File: src/rtl/cfg_pkg.sv
package cfg_pkg;
  localparam logic [7:0] KEY_ON_A   = 8'h80;
  localparam logic [7:0] KEY_ON_B   = 8'h86;
  localparam logic [7:0] KEY_OFF_A  = 8'h68;
  localparam logic [7:0] KEY_OFF_B  = 8'h08;

  localparam logic [7:0] IDX_LDN     = 8'h07;
  localparam logic [7:0] IDX_GLOBAL  = 8'h29;
  localparam logic [7:0] IDX_ACT     = 8'h30;
  localparam logic [7:0] IDX_BASE_HI = 8'h60;
  localparam logic [7:0] IDX_BASE_LO = 8'h61;
  localparam logic [7:0] IDX_IRQ     = 8'h70;

  localparam int          LDN_FIRST  = 4;
  localparam int          BASE_W     = 16;
  localparam logic [15:0] BASE_MASK  = 16'h07F8;
endpackage

File: src/rtl/cfg_key_tracker.sv
module cfg_key_tracker
  import cfg_pkg::*;
(
  input  logic       clk,
  input  logic       rst,
  input  logic       idx_wr,
  input  logic [7:0] wdata,
  output logic       open
);
  logic armed;

  always_ff @(posedge clk) begin
    if (rst) begin
      open  <= 1'b0;
      armed <= 1'b0;
    end else if (idx_wr) begin
      if (!open) begin
        if (armed && wdata == KEY_ON_B) begin
          open  <= 1'b1;
          armed <= 1'b0;
        end else begin
          armed <= (wdata == KEY_ON_A);
        end
      end else begin
        if (armed && wdata == KEY_OFF_B) begin
          open  <= 1'b0;
          armed <= 1'b0;
        end else begin
          armed <= (wdata == KEY_OFF_A);
        end
      end
    end
  end

  // opening only ever follows the second unlock byte
  p_open_on_key_r1: assert property (@(posedge clk) disable iff (rst)
    $rose(open) |-> $past(idx_wr && wdata == KEY_ON_B));
  // closing only ever follows the second exit byte
  p_close_on_key_r3: assert property (@(posedge clk) disable iff (rst)
    $fell(open) |-> $past(idx_wr && wdata == KEY_OFF_B));
  // without an index write the mode cannot change
  p_mode_hold_r4: assert property (@(posedge clk) disable iff (rst)
    !idx_wr |=> $stable(open));
endmodule

File: src/rtl/cfg_prediv.sv
module cfg_prediv #(
  parameter int DIV_B = 8,
  parameter int DIV_C = 26
) (
  input  logic       clk,
  input  logic       rst,
  input  logic [1:0] sel,
  output logic       tick
);
  localparam int CW = $clog2(DIV_C + 1);

  logic [1:0]    sel_q;
  logic [CW-1:0] cnt;
  logic [CW-1:0] last;

  always_comb begin
    case (sel)
      2'b01:   last = CW'(DIV_B - 1);
      2'b10:   last = CW'(DIV_C - 1);
      default: last = '0;
    endcase
  end

  always_ff @(posedge clk) begin
    if (rst) begin
      sel_q <= 2'b00;
      cnt   <= '0;
      tick  <= 1'b0;
    end else begin
      sel_q <= sel;
      if (sel != sel_q) begin
        cnt  <= '0;
        tick <= 1'b0;
      end else if (cnt == last) begin
        cnt  <= '0;
        tick <= 1'b1;
      end else begin
        cnt  <= cnt + 1'b1;
        tick <= 1'b0;
      end
    end
  end

  // a ratio change suppresses the pulse while the count restarts
  p_restart_r11: assert property (@(posedge clk) disable iff (rst)
    !$stable(sel) |=> !tick);
  // divide-by-one codes pulse every cycle once settled
  p_div_one_r10: assert property (@(posedge clk) disable iff (rst)
    (sel == 2'b00 || sel == 2'b11) && $stable(sel) |=> tick);
  // a pulse never lasts two cycles at the larger ratios
  p_single_pulse_r10: assert property (@(posedge clk) disable iff (rst)
    tick && (sel == 2'b01 || sel == 2'b10) && $stable(sel) |=> !tick);
endmodule

File: src/rtl/cfg_regs.sv
module cfg_regs
  import cfg_pkg::*;
#(
  parameter int NUM_SERIAL = 2,
  parameter int IRQ_W      = 4
) (
  input  logic                         clk,
  input  logic                         rst,
  input  logic                         open,
  input  logic                         host_wr,
  input  logic                         host_rd,
  input  logic                         host_port,
  input  logic [7:0]                   wdata,
  output logic [7:0]                   rdata,
  output logic                         intr_en,
  output logic [1:0]                   prediv,
  output logic [NUM_SERIAL:0]          dev_active,
  output logic [NUM_SERIAL*BASE_W-1:0] ser_base,
  output logic [NUM_SERIAL*IRQ_W-1:0]  ser_irq
);
  localparam int NUM_DEV = NUM_SERIAL + 1;

  logic [7:0]        index_q;
  logic [7:0]        ldn_q;
  logic [7:0]        rd_val;
  logic [NUM_DEV-1:0] dev_sel;
  logic [BASE_W-1:0] base_q [NUM_SERIAL];
  logic [IRQ_W-1:0]  irq_q  [NUM_SERIAL];

  wire idx_wr = host_wr & ~host_port & open;
  wire dat_wr = host_wr &  host_port & open;

  always_ff @(posedge clk) begin
    if (rst) begin
      index_q <= '0;
      ldn_q   <= '0;
      intr_en <= 1'b0;
      prediv  <= 2'b00;
    end else begin
      if (idx_wr) index_q <= wdata;
      if (dat_wr && index_q == IDX_LDN) ldn_q <= wdata;
      if (dat_wr && index_q == IDX_GLOBAL) begin
        intr_en <= wdata[0];
        prediv  <= wdata[3:2];
      end
    end
  end

  for (genvar g = 0; g < NUM_DEV; g++) begin : g_dev
    assign dev_sel[g] = (ldn_q == 8'(LDN_FIRST + g));

    always_ff @(posedge clk) begin
      if (rst)                                       dev_active[g] <= 1'b0;
      else if (dat_wr && dev_sel[g] && index_q == IDX_ACT) dev_active[g] <= wdata[0];
    end

    if (g < NUM_SERIAL) begin : g_ser
      wire bank_wr = dat_wr & dev_sel[g] & ~dev_active[g];

      always_ff @(posedge clk) begin
        if (rst) begin
          base_q[g] <= '0;
          irq_q[g]  <= '0;
        end else if (bank_wr) begin
          if (index_q == IDX_BASE_HI) base_q[g][15:8] <= wdata & BASE_MASK[15:8];
          if (index_q == IDX_BASE_LO) base_q[g][7:0]  <= wdata & BASE_MASK[7:0];
          if (index_q == IDX_IRQ)     irq_q[g]        <= wdata[IRQ_W-1:0];
        end
      end

      assign ser_base[g*BASE_W +: BASE_W] = base_q[g];
      assign ser_irq[g*IRQ_W +: IRQ_W]    = irq_q[g];

      // an active device keeps its base and interrupt settings
      p_bank_frozen_r9: assert property (@(posedge clk) disable iff (rst)
        $past(dev_active[g]) |-> $stable(base_q[g]) && $stable(irq_q[g]));
    end
  end

  always_comb begin
    rd_val = 8'h00;
    case (index_q)
      IDX_LDN:    rd_val = ldn_q;
      IDX_GLOBAL: rd_val = {4'b0000, prediv, 1'b0, intr_en};
      IDX_ACT:    rd_val = {7'b0, |(dev_sel & dev_active)};
      IDX_BASE_HI: for (int i = 0; i < NUM_SERIAL; i++)
                     if (dev_sel[i]) rd_val = base_q[i][15:8];
      IDX_BASE_LO: for (int i = 0; i < NUM_SERIAL; i++)
                     if (dev_sel[i]) rd_val = base_q[i][7:0];
      IDX_IRQ:     for (int i = 0; i < NUM_SERIAL; i++)
                     if (dev_sel[i]) rd_val = 8'(irq_q[i]);
      default:    rd_val = 8'h00;
    endcase
  end

  always_ff @(posedge clk) begin
    if (rst)          rdata <= 8'h00;
    else if (host_rd) rdata <= !open ? 8'hFF : (host_port ? rd_val : index_q);
  end

  // locked reads return all ones
  p_locked_read_r4: assert property (@(posedge clk) disable iff (rst)
    host_rd && !open |=> rdata == 8'hFF);
  // locked cycles leave the global settings untouched
  p_locked_global_r4: assert property (@(posedge clk) disable iff (rst)
    !open |=> $stable(intr_en) && $stable(prediv) && $stable(dev_active));
  // read data is held between read strobes
  p_rdata_hold_r5: assert property (@(posedge clk) disable iff (rst)
    !host_rd |=> $stable(rdata));
endmodule

File: src/rtl/cfg_port_ctrl.sv
module cfg_port_ctrl
  import cfg_pkg::*;
#(
  parameter int NUM_SERIAL = 2,
  parameter int IRQ_W      = 4,
  parameter int DIV_B      = 8,
  parameter int DIV_C      = 26
) (
  input  logic                         clk,
  input  logic                         rst,
  input  logic                         host_wr,
  input  logic                         host_rd,
  input  logic                         host_port,
  input  logic [7:0]                   host_wdata,
  output logic [7:0]                   host_rdata,
  output logic                         cfg_open,
  output logic                         irq_en,
  output logic [1:0]                   prediv_sel,
  output logic                         uart_tick,
  output logic [NUM_SERIAL:0]          dev_active,
  output logic [NUM_SERIAL*BASE_W-1:0] ser_base,
  output logic [NUM_SERIAL*IRQ_W-1:0]  ser_irq
);
  cfg_key_tracker i_key (
    .clk    (clk),
    .rst    (rst),
    .idx_wr (host_wr & ~host_port),
    .wdata  (host_wdata),
    .open   (cfg_open)
  );

  cfg_regs #(.NUM_SERIAL(NUM_SERIAL), .IRQ_W(IRQ_W)) i_regs (
    .clk        (clk),
    .rst        (rst),
    .open       (cfg_open),
    .host_wr    (host_wr),
    .host_rd    (host_rd),
    .host_port  (host_port),
    .wdata      (host_wdata),
    .rdata      (host_rdata),
    .intr_en    (irq_en),
    .prediv     (prediv_sel),
    .dev_active (dev_active),
    .ser_base   (ser_base),
    .ser_irq    (ser_irq)
  );

  cfg_prediv #(.DIV_B(DIV_B), .DIV_C(DIV_C)) i_div (
    .clk  (clk),
    .rst  (rst),
    .sel  (prediv_sel),
    .tick (uart_tick)
  );
endmodule

File: config.mk
export PLATFORM = sky130hd
export DESIGN_NAME = cfg_port_ctrl
export DESIGN_NICKNAME = d
export VERILOG_FILES = /design/src/rtl/cfg_pkg.sv /design/src/rtl/cfg_key_tracker.sv /design/src/rtl/cfg_prediv.sv /design/src/rtl/cfg_regs.sv /design/src/rtl/cfg_port_ctrl.sv
export SDC_FILE = /design/constraint.sdc
export NUM_CORES = 1
export LEC_CHECK = 0
export ABC_AREA = 1
export BUFFER_PORTS_ARGS = -buffer_cell sky130_fd_sc_hd__buf_2
export CORE_AREA = 2 2 95 97
export CTS_CLUSTER_SIZE = 8
export DETAILED_ROUTE_END_ITERATION = 8
export DIE_AREA = 0 0 97 99
export PLACE_DENSITY = 0.71
export SLEW_MARGIN = 0
export SYNTH_ARGS = -nofsm -noshare
export SYNTH_HDL_FRONTEND = slang
export SYNTH_SLANG_ARGS = --single-unit
File: constraint.sdc
create_clock -name clk -period 1.8 [get_ports clk]
set_input_delay 0 -clock clk [delete_from_list [all_inputs] [get_ports clk]]
set_output_delay 0 -clock clk [all_outputs]
set_load 0.1 [all_outputs]
==> summary by stage <==
Floorplan
The core region is 8550 sq um. The die is 99 um tall. The total die area is 9600 sq um. The cell row count is 34. 69 I/O pins were placed. The die is 97 um wide.

For this configuration, the core starts out at a cell density of 0.390.

CTS
After clock tree synthesis, the repair step resized 0 gates. The H-tree depth is 3. TritonCTS built the clock tree. The number of buffers on the longest clock path is 2. The total CTS buffers is 9. Clock tree synthesis found a total of 64 sinks. Clock tree synthesis selected as its root buffer the cell clkbuf_8. The clock reaches the later pin of the worst-skew pair after 360 ps.

After clock tree synthesis, the clock-pin slew on the worst setup and hold paths is 70 ps.

Global routing
Summed over all layers, the global routing overflow is 0. The total routing resource utilization after global routing is 0.174. The number of antenna violations at the first check in global routing is 0. The first global-routing pass estimated 13200 um of wire.

The via count of the first global-routing pass is 2711. The maximum number of pins on one net before global-route repair is 32.

Min path
In this run the most critical hold path is launched from host_rd. The worst hold path belongs to the class input pin to register. The worst-case hold path end point is i_regs.rdata[0]$_SDFFE_PP0P_. The number of cells on the worst hold path is 3.

Power
The power density over the cells is 814 nW/um^2. The worst-case IR drop observed on VDD is 0.356 mV. Summed over all cells, the static leakage comes to 1.66 nW.

Detailed routing
The highest layer used for signal routing is met4. The detailed-routed wire length on met3 is 608 um. After detailed routing, the number of vias per cell comes to 5.01. The routed layout has 2976 vias. After detailed routing, the total wire length is 8200 um. The detail-routed net length per standard cell is 13.8 um. For this block, the initial DRC count from the detailed router was 148. The total routed wire length on the met1 layer is 3780 um. In this run the remaining antenna-violating nets after routing total 0. The met2 wire length is 3670 um.

For this run, design rule violations remaining after detail routing come to 0. The total iterations of the first detailed-routing run is 5.

Synth
The share of synthesized area occupied by flip-flops and latches is 0.456. The share of Yosys cell area claimed by the top area cell type is 0.240. The number of warnings printed during yosys synthesis is 0. The synthesized design contains 64 register bits.

The average instance area after synthesis is 7.97 sq um. The post-synthesis cell area is 3330 sq um. After synthesis, the netlist uses 38 different library cells. Ranked by total cell area, the synthesized netlist is headed by dfxtp_1, edfxtp_1, nand2_1, a21oi_1, nor2_1.

The synthesized design spends more area on one cell type than any other, namely dfxtp_1. After technology mapping, the gate count stands at 418.

Critical path
The maximum net fanout on the critical path is 5. Measured in cells, the most critical reg-to-reg path has a length of 7. The capture instance of the worst register-to-register path is i_div.cnt[2]$_SDFF_PP0_. Across all register-to-register paths, the minimum setup slack is 130 ps. The launching element type of the critical path is a register. The type of element capturing the critical path is a register. Tracing the worst setup path back leads to its startpoint at i_regs.prediv[0]$_SDFFE_PP0P_. The endpoint arrival time on the critical path is 1900 ps. STA puts the critical path data required time at 2030 ps. The critical path in this run is classified as register to register. The worst flop-to-flop path startpoint is i_regs.prediv[0]$_SDFFE_PP0P_.

STA
The final-report setup violation count is 0. In the finished design, the share of the clock period the worst path needs comes to 0.929. The number of pins with negative max-slew slack in the final report is 0.

Timing would allow up to 598 MHz. Setup repair after global routing left no endpoint under its margin. The hold violation count in the final report is 0.

For the final routed database, the setup TNS stands at 0 ps. Counting I/O delays and the setup requirement, the final critical path takes 1670 ps. The smallest hold slack is 21.2 ps. The clock skew is 16.0 ps.

Job
Across the run, the number of max-cap violations was 0.

Finish
In the final layout, the share of cells above drive strength 1 is 0.235. The number of antenna diodes in the final layout is 0. The number of cells in the finished layout apart from fillers is 594. The synthesis-to-layout area growth is 17.1%. The cell area after layout is 3900 sq um. The net count of the finished layout is 497.

Outcome
The run finished with clean final reports.

Placement
Counting tap cells, the placed design contains a total of 569 instances. The port buffer count is 52. The placed wire-length estimate after detailed placement is 6280 um.

The routability congestion estimate is 0.883. The area after detailed placement is 3640 sq um.
[area by class of cell]
class,instances,area [sq um]
repair buffers,62,370
well taps,108,135
clock buffers,9,124
clock inverters,7,45.0
multi-input cells,299,1530
fillers,880,4650
flip-flops and latches,64,1530
inverters,45,171
[routing by layer]
layer  vias up  track usage
met2       116        0.273
li1       1489            -
met5         -            0
met3        15       0.0454
met4         0       0.0737
met1      1356        0.228
[how the worst max path moves through the flow]
stage	cells past startpoint	slack, ps	endpoint
4_1_cts	7	130	i_div.cnt[2]$_SDFF_PP0_
2_1_floorplan	2	60	i_regs.irq_q[0][0]$_SDFFCE_PN0P_
5_1_grt	7	30	i_regs.base_q[0][0]$_SDFFCE_PN0P_
3_3_place_gp	7	190	i_div.cnt[2]$_SDFF_PP0_
6_report	7	130	i_div.cnt[2]$_SDFF_PP0_
3_5_place_dp	7	150	i_div.cnt[2]$_SDFF_PP0_
[what timing repair did]
| action | CTS | global route |
|---|---|---|
| hold endpoints to repair | 24 | 0 |
| hold buffers | 9 | 0 |
| buffers inserted | 0 | 0 |
[flip-flops by register name, indices dropped and copies added (netlist names)]
signal,cells
i_regs.index_q,8
i_regs.prediv,2
i_regs.rdata,8
i_regs.base_q,16
i_key.armed,1
i_regs.intr_en,1
i_regs.dev_active,3
i_div.tick,1
i_key.open,1
i_regs.irq_q,8
i_div.sel_q,2
i_div.cnt,5
i_regs.ldn_q,8
[cell families (layout without fill, tap and decap cells)]
family	count (synthesis)	in the layout	synth area share
AND/OR/NAND/NOR	191	191	0.288
AO/OA/AOI/OAI	85	85	0.131
buffers and inverters	70	123	0.101
flip-flops	64	64	0.456
XOR/XNOR	4	4	0.0105
adder cells (fa/ha/maj)	3	3	0.0113
other	1	16	0.00113
[synthesized netlist by cell type (all sizes together)]
cell     count
a41oi        1
ha           3
nand3       30
nand4        2
a21oi       41
buf         19
o2111ai      1
xor2         3
nor3b        1
dfxtp       40
clkinv       2
nand2       92
o21ai       40
nor2        50
nor4         7
inv         43
clkbuf       6
xnor2        1
edfxtp      24
nor3         7
a211oi       2
or2          2
conb         1
[worst max-delay path, stage by stage (launching register included)]
cell and delay (ps):
dfxtp_4 380, inv_1 70, ha_1 210, or2_2 270
o21ai_0 180, o2111ai_1 150, nand3_1 210, nor3b_1 90
[power by group]
group / internal, mW / switching (mW) / total, mW
logic: 0.0646 / 0.484 / 0.549
clock network: 0.497 / 0.585 / 1.08
registers: 1.53 / 0.0167 / 1.55
total: 2.09 / 1.09 / 3.18
[metrics by stage]
step / utilization / power [mW] / setup slack (ps)
after floorplan: - / 2.06 / 57.5
after global placement: 0.426 / 2.11 / 190
after detailed placement: 0.426 / 2.11 / 153
after CTS: 0.457 / 3.20 / 129
after global routing: 0.457 / 3.27 / 34.7
final: 0.457 / 3.18 / 128
[cell usage in the layout (no fill, tap or decap), types with 3 or more instances in the layout]
cell type      Yosys  routed
nand2_1           84      84
buf_2              1      52
nor2_1            44      44
a21oi_1           41      41
dfxtp_1           40      37
o21ai_0           31      31
inv_1             30      30
nand3_1           26      26
edfxtp_1          24      24
conb_1             1      16
inv_2             13      13
o21ai_1            9       9
clkbuf_8           0       9
dlygate4sd3_1      0       9
nand2_2            5       5
clkinv_2           2       4
nor3_1             4       4
nor2_2             3       3
nand3_2            3       3
nand2_4            3       3
nor4_1             3       3
xor2_1             3       3
ha_1               3       3
inv_4              0       3
No activity file was read; power rests on OpenSTA's default activity.
